`config.mk`:
```
export PLATFORM = sky130hd
export DESIGN_NAME = i2c_ctrl_regs
export DESIGN_NICKNAME = d
export VERILOG_FILES = /design/src/rtl/i2c_regs_pkg.sv /design/src/rtl/i2c_flag_bank.sv /design/src/rtl/i2c_status_track.sv /design/src/rtl/i2c_read_mux.sv /design/src/rtl/i2c_ctrl_regs.sv
export SDC_FILE = /design/constraint.sdc
export NUM_CORES = 1
export LEC_CHECK = 0
export ABC_AREA = 1
export ABC_CLOCK_PERIOD_IN_PS = 1650
export BUFFER_PORTS_ARGS = -buffer_cell sky130_fd_sc_hd__buf_2
export CAP_MARGIN = 30
export CORE_AREA = 8 8 45 47
export DETAILED_ROUTE_END_ITERATION = 10
export DIE_AREA = 0 0 53 55
export PLACE_DENSITY_LB_ADDON = 0.08
export SLEW_MARGIN = 20
export SYNTH_ARGS = -nofsm -noshare
export SYNTH_HDL_FRONTEND = slang
export SYNTH_SLANG_ARGS = --single-unit
```
`constraint.sdc`:
```
create_clock -name clk -period 1.65 [get_ports clk]
set_clock_uncertainty 0.1 [all_clocks]
set_input_delay 0.33 -clock clk [delete_from_list [all_inputs] [get_ports clk]]
set_output_delay 0.33 -clock clk [all_outputs]
set_load 0.01 [all_outputs]
```
`src/rtl/i2c_regs_pkg.sv`:
```
// Shared constants and helpers for the I2C register front end.
// Assumes an 8-bit register bus and a 5-bit engine state code.
package i2c_regs_pkg;
    localparam int DATA_W  = 8;
    localparam int CODE_W  = 5;
    localparam int NFLAG   = 4;
    // Flag index -> bit position in the control byte (index order: aa, si, sta, en)
    localparam int FLAG_AA  = 0;
    localparam int FLAG_SI  = 1;
    localparam int FLAG_STA = 2;
    localparam int FLAG_EN  = 3;
    localparam logic [CODE_W-1:0] IDLE_CODE = '1;

    // Returns the control-byte bit position of flag index i
    function automatic int flag_pos(input int i);
        case (i)
            FLAG_AA:  flag_pos = 2;
            FLAG_SI:  flag_pos = 3;
            FLAG_STA: flag_pos = 5;
            default:  flag_pos = 6;
        endcase
    endfunction

    // Places the flag vector at its byte positions, reserved bits zero
    function automatic logic [DATA_W-1:0] pack_flags(input logic [NFLAG-1:0] f);
        logic [DATA_W-1:0] b;
        b = '0;
        for (int i = 0; i < NFLAG; i++) b[flag_pos(i)] = f[i];
        return b;
    endfunction
endpackage

```
`src/rtl/i2c_flag_bank.sv`:
```
// Control flag bank: write-one-to-set and write-one-to-clear per flag.
// The interrupt flag also takes an engine set request, which wins over a
// clear. A force-idle pulse clears the interrupt and start flags and
// overrides every other source. Assumes set and clear never share a cycle.
module i2c_flag_bank
    import i2c_regs_pkg::*;
(
    input  logic              clk,
    input  logic              rst_n,
    input  logic              set_we,
    input  logic              clr_we,
    input  logic [DATA_W-1:0] wdata,
    input  logic              hw_si_set,
    input  logic              force_idle,
    output logic [NFLAG-1:0]  flags
);
    for (genvar i = 0; i < NFLAG; i++) begin : g_flag
        localparam int  POS     = flag_pos(i);
        localparam bit  HW_SET  = (i == FLAG_SI);
        localparam bit  FORCED  = (i == FLAG_SI) || (i == FLAG_STA);
        logic hw_set;
        logic forced;
        assign hw_set = HW_SET ? hw_si_set  : 1'b0;
        assign forced = FORCED ? force_idle : 1'b0;

        // Updates one flag by priority: force, engine set, clear, set
        always_ff @(posedge clk) begin
            if (!rst_n)                    flags[i] <= 1'b0;
            else if (forced)               flags[i] <= 1'b0;
            else if (hw_set)               flags[i] <= 1'b1;
            else if (clr_we && wdata[POS]) flags[i] <= 1'b0;
            else if (set_we && wdata[POS]) flags[i] <= 1'b1;
        end
    end
endmodule

```
`src/rtl/i2c_status_track.sv`:
```
// Status tracker: latches accepted engine state codes, requests the
// interrupt flag on non-idle entries, and produces the one-cycle
// force-idle pulse that follows an interface disable.
// Assumes en_q is the registered interface enable flag.
module i2c_status_track
    import i2c_regs_pkg::*;
(
    input  logic              clk,
    input  logic              rst_n,
    input  logic              en_q,
    input  logic              eng_enter,
    input  logic [CODE_W-1:0] eng_code,
    input  logic              disable_req,
    output logic [CODE_W-1:0] code_q,
    output logic              hw_si_set,
    output logic              force_idle
);
    logic accept;
    assign accept    = eng_enter && en_q;
    assign hw_si_set = accept && (eng_code != IDLE_CODE);

    // Arms the idle return one cycle after an enabled interface is disabled
    always_ff @(posedge clk) begin
        if (!rst_n) force_idle <= 1'b0;
        else        force_idle <= disable_req && en_q;
    end

    // Holds the status code: reset and idle return load idle, else accepted code
    always_ff @(posedge clk) begin
        if (!rst_n)          code_q <= IDLE_CODE;
        else if (force_idle) code_q <= IDLE_CODE;
        else if (accept)     code_q <= eng_code;
    end
endmodule

```
`src/rtl/i2c_read_mux.sv`:
```
// Read data selection by offset. Unmapped offsets, including the clear
// register, read zero. Purely combinational.
module i2c_read_mux
    import i2c_regs_pkg::*;
#(
    parameter int ADDR_W   = 5,
    parameter int OFF_SET  = 'h00,
    parameter int OFF_STAT = 'h04
) (
    input  logic [ADDR_W-1:0] addr,
    input  logic [NFLAG-1:0]  flags,
    input  logic [CODE_W-1:0] code_q,
    output logic [DATA_W-1:0] rdata
);
    localparam int PAD_W = DATA_W - CODE_W;

    // Selects the register image addressed by the bus
    always_comb begin
        if (addr == ADDR_W'(OFF_SET))       rdata = pack_flags(flags);
        else if (addr == ADDR_W'(OFF_STAT)) rdata = {code_q, {PAD_W{1'b0}}};
        else                                rdata = '0;
    end
endmodule

```
`src/rtl/i2c_ctrl_regs.sv`:
```
// Top of the I2C register front end: decodes the bus, holds control flags
// and status, drives the engine controls and the interrupt request.
// Assumes a single-cycle write strobe and synchronous active-low reset.
module i2c_ctrl_regs
    import i2c_regs_pkg::*;
#(
    parameter int ADDR_W   = 5,
    parameter int OFF_SET  = 'h00,
    parameter int OFF_STAT = 'h04,
    parameter int OFF_CLR  = 'h18
) (
    input  logic              clk,
    input  logic              rst_n,
    input  logic [ADDR_W-1:0] bus_addr,
    input  logic              bus_wr,
    input  logic [7:0]        bus_wdata,
    output logic [7:0]        bus_rdata,
    input  logic [4:0]        eng_code,
    input  logic              eng_enter,
    output logic              ctl_aa,
    output logic              ctl_sta,
    output logic              ctl_en,
    output logic              irq
);
    localparam int EN_POS = flag_pos(FLAG_EN);

    logic              set_we;
    logic              clr_we;
    logic [NFLAG-1:0]  flags;
    logic [CODE_W-1:0] code_q;
    logic              hw_si_set;
    logic              force_idle;
    logic              si_q;

    assign set_we = bus_wr && (bus_addr == ADDR_W'(OFF_SET));
    assign clr_we = bus_wr && (bus_addr == ADDR_W'(OFF_CLR));

    i2c_flag_bank u_flags (
        .clk        (clk),
        .rst_n      (rst_n),
        .set_we     (set_we),
        .clr_we     (clr_we),
        .wdata      (bus_wdata),
        .hw_si_set  (hw_si_set),
        .force_idle (force_idle),
        .flags      (flags)
    );

    i2c_status_track u_stat (
        .clk         (clk),
        .rst_n       (rst_n),
        .en_q        (flags[FLAG_EN]),
        .eng_enter   (eng_enter),
        .eng_code    (eng_code),
        .disable_req (clr_we && bus_wdata[EN_POS]),
        .code_q      (code_q),
        .hw_si_set   (hw_si_set),
        .force_idle  (force_idle)
    );

    i2c_read_mux #(
        .ADDR_W   (ADDR_W),
        .OFF_SET  (OFF_SET),
        .OFF_STAT (OFF_STAT)
    ) u_rd (
        .addr   (bus_addr),
        .flags  (flags),
        .code_q (code_q),
        .rdata  (bus_rdata)
    );

    assign si_q    = flags[FLAG_SI];
    assign ctl_aa  = flags[FLAG_AA];
    assign ctl_sta = flags[FLAG_STA];
    assign ctl_en  = flags[FLAG_EN];
    assign irq     = si_q && ctl_en;
endmodule

```
# Word level (Yosys, flattened, before mapping)
# Cells that the tools add are included.
[classes]
n_lt_le_gt_ge = 8
n_eq_ne = 3
muxes = 20
bitwise = 2
n_reduce_logical = 24
[op_table]
columns = ["op", "count"]
rows = [
  ["$ge 32x1->1 const B", 4],
  ["$lt 32x5->1 const B", 4],
  ["$mux 32", 4],
  ["$bwmux 8", 3],
  ["$logic_and 1x1->1", 18],
  ["$mux 8", 2],
  ["$demux 1 s3", 4],
  ["$and 8x8->8", 1],
  ["$mux 1", 7],
  ["$reduce_or 2->1", 3],
  ["$eq 5x3->1 const B", 1],
  ["$eq 5x5->1 const B", 1],
  ["$logic_not 5->1", 1],
  ["$ne 5x5->1 const B", 1],
  ["$reduce_bool 3->1", 1],
  ["$reduce_or 3->1", 1],
  ["$not 1->1", 1],
]
[word_totals]
regBits = 10
inputBits = 22
output_inout_bits = 12
wordCells = 63

# Depth between registers and ports, before layout
[depth]
ltp_word = 11
mapped_depth = 7
ltp_nobuf = 7

# Hierarchy
# A second synthesis with hierarchy kept.
[unflattened]
hier_cells = 92
hier_area_um2 = 574.3
[by_module_without_submodules]
columns = ["module", "n_inst", "cells_per_inst", "area_per_inst_um2", "seq_area_each_um2"]
rows = [
  ["i2c_status_track", 1, 30, 226.5, 120.1],
  ["i2c_flag_bank", 1, 25, 168.9, 80.1],
  ["i2c_read_mux", 1, 23, 121.4, 0.0],
  ["i2c_ctrl_regs", 1, 14, 57.6, 0.0],
]

# Least setup slack after synthesis
# OpenSTA, ideal clock, no wires.
[synth_path]
path_kind = "input port to output port"
from = "in bus_addr[1]"
to = "out bus_rdata[3]"
arrival_time_ps = 923
required_ps = 1220
slack_ps = 297
path_stages = 5
n_path_buf = 0
path_cell_list = "nor2_2 -> nand2_2 -> nor2_4 -> inv_1 -> o22ai_1"
[synth_via]
elab_chain_len = 3
elab_cells_between_ends = 4
classes_between = "eq/ne (1); mux (2); reduce/logical (1)"
[synth_rtl]
columns = ["element", "line_no", "text"]
rows = [
  ["start: declaration", "i2c_ctrl_regs.sv:14", "input logic [ADDR_W-1:0] bus_addr,"],
  ["$eq 5x3->1", "i2c_read_mux.sv:20", "else if (addr == ADDR_W'(OFF_STAT)) rdata = {code_q, {PAD_W{1'b0}}};"],
  ["$mux 8", "i2c_read_mux.sv:20", ""],
  ["$mux 8 *", "i2c_read_mux.sv:19", "if (addr == ADDR_W'(OFF_SET)) rdata = pack_flags(flags);"],
  ["end: declaration", "i2c_ctrl_regs.sv:17", "output logic [7:0] bus_rdata,"],
]
# Every way passes the cells marked *; elsewhere a longest branch is shown, timed or not.

# Worst setup path after layout
[layout_path]
from = "in bus_addr[1]"
to = "out bus_rdata[7]"
# Same word-level chain as after synthesis.

==> flow_results.xml <==
<?xml version="1.0" encoding="UTF-8"?>
<metrics>
  <group name="outcome">
    <metric name="status" unit="">finished clean</metric>
  </group>
  <group name="floorplan">
    <metric name="ios" unit="">34</metric>
    <metric name="start_util" unit="%">39.1</metric>
    <metric name="std_cell_rows" unit="">14</metric>
    <metric name="floorplan.core_area" unit="µm²">1380</metric>
    <metric name="die_h" unit="µm">55</metric>
    <metric name="die-area" unit="µm²">2920</metric>
    <metric name="floorplan.die.width" unit="µm">53</metric>
  </group>
  <group name="cells_and_area">
    <metric name="finish.instance_area" unit="µm²">729</metric>
    <metric name="syn2layout_area_growth" unit="%">35.0</metric>
    <metric name="filler_cell_count" unit="">150</metric>
    <metric name="antenna-diode-count" unit="">0</metric>
    <metric name="final_nets" unit="">135</metric>
    <metric name="drive_above_1_share" unit="%">34.2</metric>
  </group>
  <group name="power_and_ir_drop">
    <metric name="max-vdd-ir-drop" unit="V">0.000340</metric>
    <metric name="cellPowerDensity" unit="nW/µm²">644</metric>
    <metric name="cellLeakagePower" unit="nW">0.419</metric>
  </group>
  <group name="hold_path">
    <metric name="endpoint_of_the_worst_hold_timing_path" unit="">u_stat.code_q[1]</metric>
    <metric name="hold_path.startpoint" unit="">eng_code[1]</metric>
    <metric name="whs_path_depth" unit="">3</metric>
    <metric name="hold_class" unit="">input pin to flip-flop</metric>
  </group>
  <group name="timing">
    <metric name="min_period_over_period" unit="%">94.1</metric>
    <metric name="setup-tns-final" unit="ps">0</metric>
    <metric name="hold_viol_final" unit="">0</metric>
    <metric name="clock.fmax" unit="MHz">644</metric>
    <metric name="setup_repair_after_global_routing_missed_its_margin" unit="">no</metric>
    <metric name="timing.final.setup_violations" unit="">0</metric>
    <metric name="period_minus_slack" unit="ps">1550</metric>
    <metric name="drv_slew" unit="">0</metric>
  </group>
  <group name="setup_path">
    <metric name="critical_path_peak_fanout" unit="">4</metric>
    <metric name="rr_worst_depth" unit="">4</metric>
    <metric name="timing.critical_path.depth" unit="">6</metric>
    <metric name="cp_slowest_stage_delay" unit="ps">190</metric>
    <metric name="crit_top_cell" unit="">sky130_fd_sc_hd__buf_2</metric>
    <metric name="cpMaxStageDelayCell" unit="">sky130_fd_sc_hd__buf_4</metric>
    <metric name="setup.worst_path.start_class" unit="">input pin</metric>
    <metric name="regToRegEndpoint" unit="">u_flags.flags[1]</metric>
    <metric name="worst-endpoint-required" unit="ps">1220</metric>
    <metric name="timing_worst_setup_path_type" unit="">input pin to output port</metric>
    <metric name="startpoint_of_the_worst_register_to_register_path" unit="">u_flags.flags[3]</metric>
    <metric name="crit_chain" unit="">buf_2 &gt; nor2_4 &gt; nand4_1 &gt; buf_4 &gt; nor2_1 &gt; buf_2</metric>
    <metric name="reg_to_reg_setup_timing_slack" unit="ps">500</metric>
    <metric name="timing.critical_path.max_delay_family" unit="">buffers and inverters</metric>
    <metric name="worst_ep_arrival" unit="ps">1120</metric>
    <metric name="timing.critical_path.buf_inv" unit="">3</metric>
    <metric name="crit_path_end_kind" unit="">output port</metric>
  </group>
  <group name="cts">
    <metric name="clkLatencyLatePin" unit="ps">260</metric>
    <metric name="cts_hold_buf" unit="">0</metric>
    <metric name="cts_tree" unit="">done</metric>
    <metric name="cts-root-buf" unit="">sky130_fd_sc_hd__clkbuf_4</metric>
    <metric name="clk_path_buf_depth" unit="">2</metric>
    <metric name="clock_sink_count" unit="">10</metric>
    <metric name="cts_inserted_buffers" unit="">3</metric>
    <metric name="cts_max_level" unit="">1</metric>
    <metric name="worst_setup_hold_path_clk_slew" unit="ps">60</metric>
  </group>
  <group name="global_route">
    <metric name="grt_max_degree" unit="">12</metric>
    <metric name="groute.usage.overall" unit="%">11.0</metric>
    <metric name="grt_pass1_vias" unit="">610</metric>
    <metric name="antenna_found_initial" unit="">0</metric>
    <metric name="first_pass_grt_wire_length" unit="µm">2390</metric>
    <metric name="grt.overflow.total" unit="">0</metric>
  </group>
  <group name="synth">
    <metric name="synth_fa_ha_area_share" unit="%">0</metric>
    <metric name="synthCells" unit="">80</metric>
    <metric name="number_of_distinct_standard_cells_referenced_by_the_synthesized_netlist" unit="">20</metric>
    <metric name="post_synth_and_or_nand_nor_area_fraction" unit="%">26.2</metric>
    <metric name="ys_seq_elements" unit="">10</metric>
    <metric name="synth_top_family_by_area" unit="">simple AND/OR/NAND/NOR gates</metric>
    <metric name="synth_warnings" unit="">0</metric>
    <metric name="synth-seq-area-share" unit="%">37.0</metric>
    <metric name="ys_async_sr_fraction" unit="%">0</metric>
    <metric name="edff_count_synth" unit="">0</metric>
    <metric name="mappedNetlistArea" unit="µm²">541</metric>
    <metric name="syn_area_per_cell" unit="µm²">6.76</metric>
    <metric name="synth_mux_area_share" unit="%">0</metric>
    <metric name="area_share_of_xor_xnor_cells_in_the_synthesized_design" unit="%">0</metric>
    <metric name="area_fraction_in_compound_gates_after_synthesis" unit="%">18.5</metric>
    <metric name="synth_flop_cell" unit="">sky130_fd_sc_hd__dfxtp_1</metric>
  </group>
  <group name="route">
    <metric name="wirelength" unit="µm">1400</metric>
    <metric name="vias" unit="">594</metric>
    <metric name="post_drt_wl_per_cell" unit="µm">11.0</metric>
    <metric name="detail-route-antenna-nets" unit="">0</metric>
    <metric name="drc" unit="">0</metric>
    <metric name="firstDrtPassIters" unit="">2</metric>
    <metric name="drt_iter0_drc" unit="">6</metric>
    <metric name="avgViaCountPerCell" unit="">4.68</metric>
  </group>
  <group name="placed_design">
    <metric name="placedInstanceArea" unit="µm²">694</metric>
    <metric name="place.gp.congestion" unit="">0.769</metric>
    <metric name="hpwl" unit="µm">1160</metric>
    <metric name="number_of_buffers_inserted_by_port_buffering" unit="">27</metric>
  </group>
  <group name="job">
    <metric name="timing.max_cap.violations" unit="">0</metric>
  </group>
</metrics>
## power by group
| part | leakage, nW | internal, mW | switching (mW) | total (mW) |
|---|---|---|---|---|
| Clock | 0.0138 | 0.0842 | 0.0820 | 0.166 |
| Sequential | 0.0808 | 0.243 | 0.000610 | 0.243 |
| Combinational | 0.324 | 0.0263 | 0.0338 | 0.0601 |
## worst max path at each step
stage,startpoint,to,slack (ps)
after floorplan,bus_addr[1],bus_rdata[3],300
after global placement,bus_addr[1],bus_rdata[3],60
after detailed placement,bus_addr[1],bus_rdata[3],50
after CTS,bus_addr[1],bus_rdata[3],50
after global routing,bus_addr[1],bus_rdata[4],8
final,bus_addr[1],bus_rdata[7],100
## through the flow
| step | power (mW) | std cells | util, % | setup slack (ps) | hold WS [ps] |
|---|---|---|---|---|---|
| floorplan | 0.276 | 81 | - | 297 | 360 |
| global placement | 0.306 | 123 | 50.2 | 58.8 | 365 |
| detailed placement | 0.307 | 123 | 50.2 | 50.1 | 368 |
| CTS | 0.476 | 126 | 51.8 | 50.5 | 193 |
| global route | 0.493 | 127 | 52.7 | 7.61 | 218 |
| finish | 0.470 | 127 | 52.7 | 98.1 | 197 |
## placed cells by master, fill, tap and decap left out
master | Yosys | final
sky130_fd_sc_hd__nand2_1 | 14 | 14
sky130_fd_sc_hd__nor2_1 | 6 | 6
sky130_fd_sc_hd__buf_2 | 1 | 27
sky130_fd_sc_hd__a31oi_1 | 1 | 1
sky130_fd_sc_hd__o22ai_1 | 2 | 2
sky130_fd_sc_hd__conb_1 | 1 | 2
sky130_fd_sc_hd__nand2_2 | 1 | 1
sky130_fd_sc_hd__nor2_4 | 1 | 2
sky130_fd_sc_hd__nand3_2 | 1 | 1
sky130_fd_sc_hd__clkbuf_4 | 0 | 3
sky130_fd_sc_hd__nand3_1 | 4 | 4
sky130_fd_sc_hd__inv_1 | 20 | 20
sky130_fd_sc_hd__nand4_1 | 1 | 1
sky130_fd_sc_hd__o211ai_1 | 5 | 5
sky130_fd_sc_hd__a21oi_1 | 2 | 2
sky130_fd_sc_hd__dfxtp_1 | 10 | 10
sky130_fd_sc_hd__a21oi_2 | 1 | 1
sky130_fd_sc_hd__buf_4 | 2 | 3
sky130_fd_sc_hd__nor4_1 | 1 | 1
sky130_fd_sc_hd__o21ai_0 | 5 | 5
## kinds of logic (layout without fill, tap and decap cells)
family	after synthesis	count (layout)
AOI/OAI and AO/OA	16	16
and+or+nand+nor	30	30
other	1	2
buffers and inverters	23	53
DFF	10	10
## worst min-delay path, cell delays in order
cell                       delay, ps
sky130_fd_sc_hd__buf_2            90
sky130_fd_sc_hd__nand2_1          50
sky130_fd_sc_hd__o211ai_1         60
## Yosys cell counts, types with 2 or more instances
master,n,area [µm²]
sky130_fd_sc_hd__a21oi_1,2,10.0
sky130_fd_sc_hd__buf_4,2,15.0
sky130_fd_sc_hd__dfxtp_1,10,200
sky130_fd_sc_hd__inv_1,20,75.1
sky130_fd_sc_hd__nand2_1,14,52.6
sky130_fd_sc_hd__nand3_1,4,20.0
sky130_fd_sc_hd__nor2_1,6,22.5
sky130_fd_sc_hd__o211ai_1,5,37.5
sky130_fd_sc_hd__o21ai_0,5,25.0
sky130_fd_sc_hd__o22ai_1,2,12.5
## registers in the layout (all words and copies together) (netlist names)
register,count
u_stat.code_q,5
u_stat.force_idle,1
u_flags.flags,4
## routing by layer
metal,up-vias,share of wire (%),track usage (%)
li1,310,-,-
met1,262,44,11.2
met2,18,45,18.9
met3,4,7.9,3.21
met4,0,2.6,7.76
met5,-,0,0
## repair_timing
item                                    4_1_cts  5_1_grt
endpoints found under the setup margin        0        3
resized for setup                             0        1
setup buffers                                 0        1
## layout make-up
type                    count  area (µm²)  area share [%]
clock buffers               3        22.5            3.09
flip-flops and latches     10         200            27.4
inverters                  20        75.1            10.3
repair buffers             30         158            21.6
well taps                  16        20.0            2.74
multi-input cells          48         254            34.8
(Power assumes the default switching activity.)
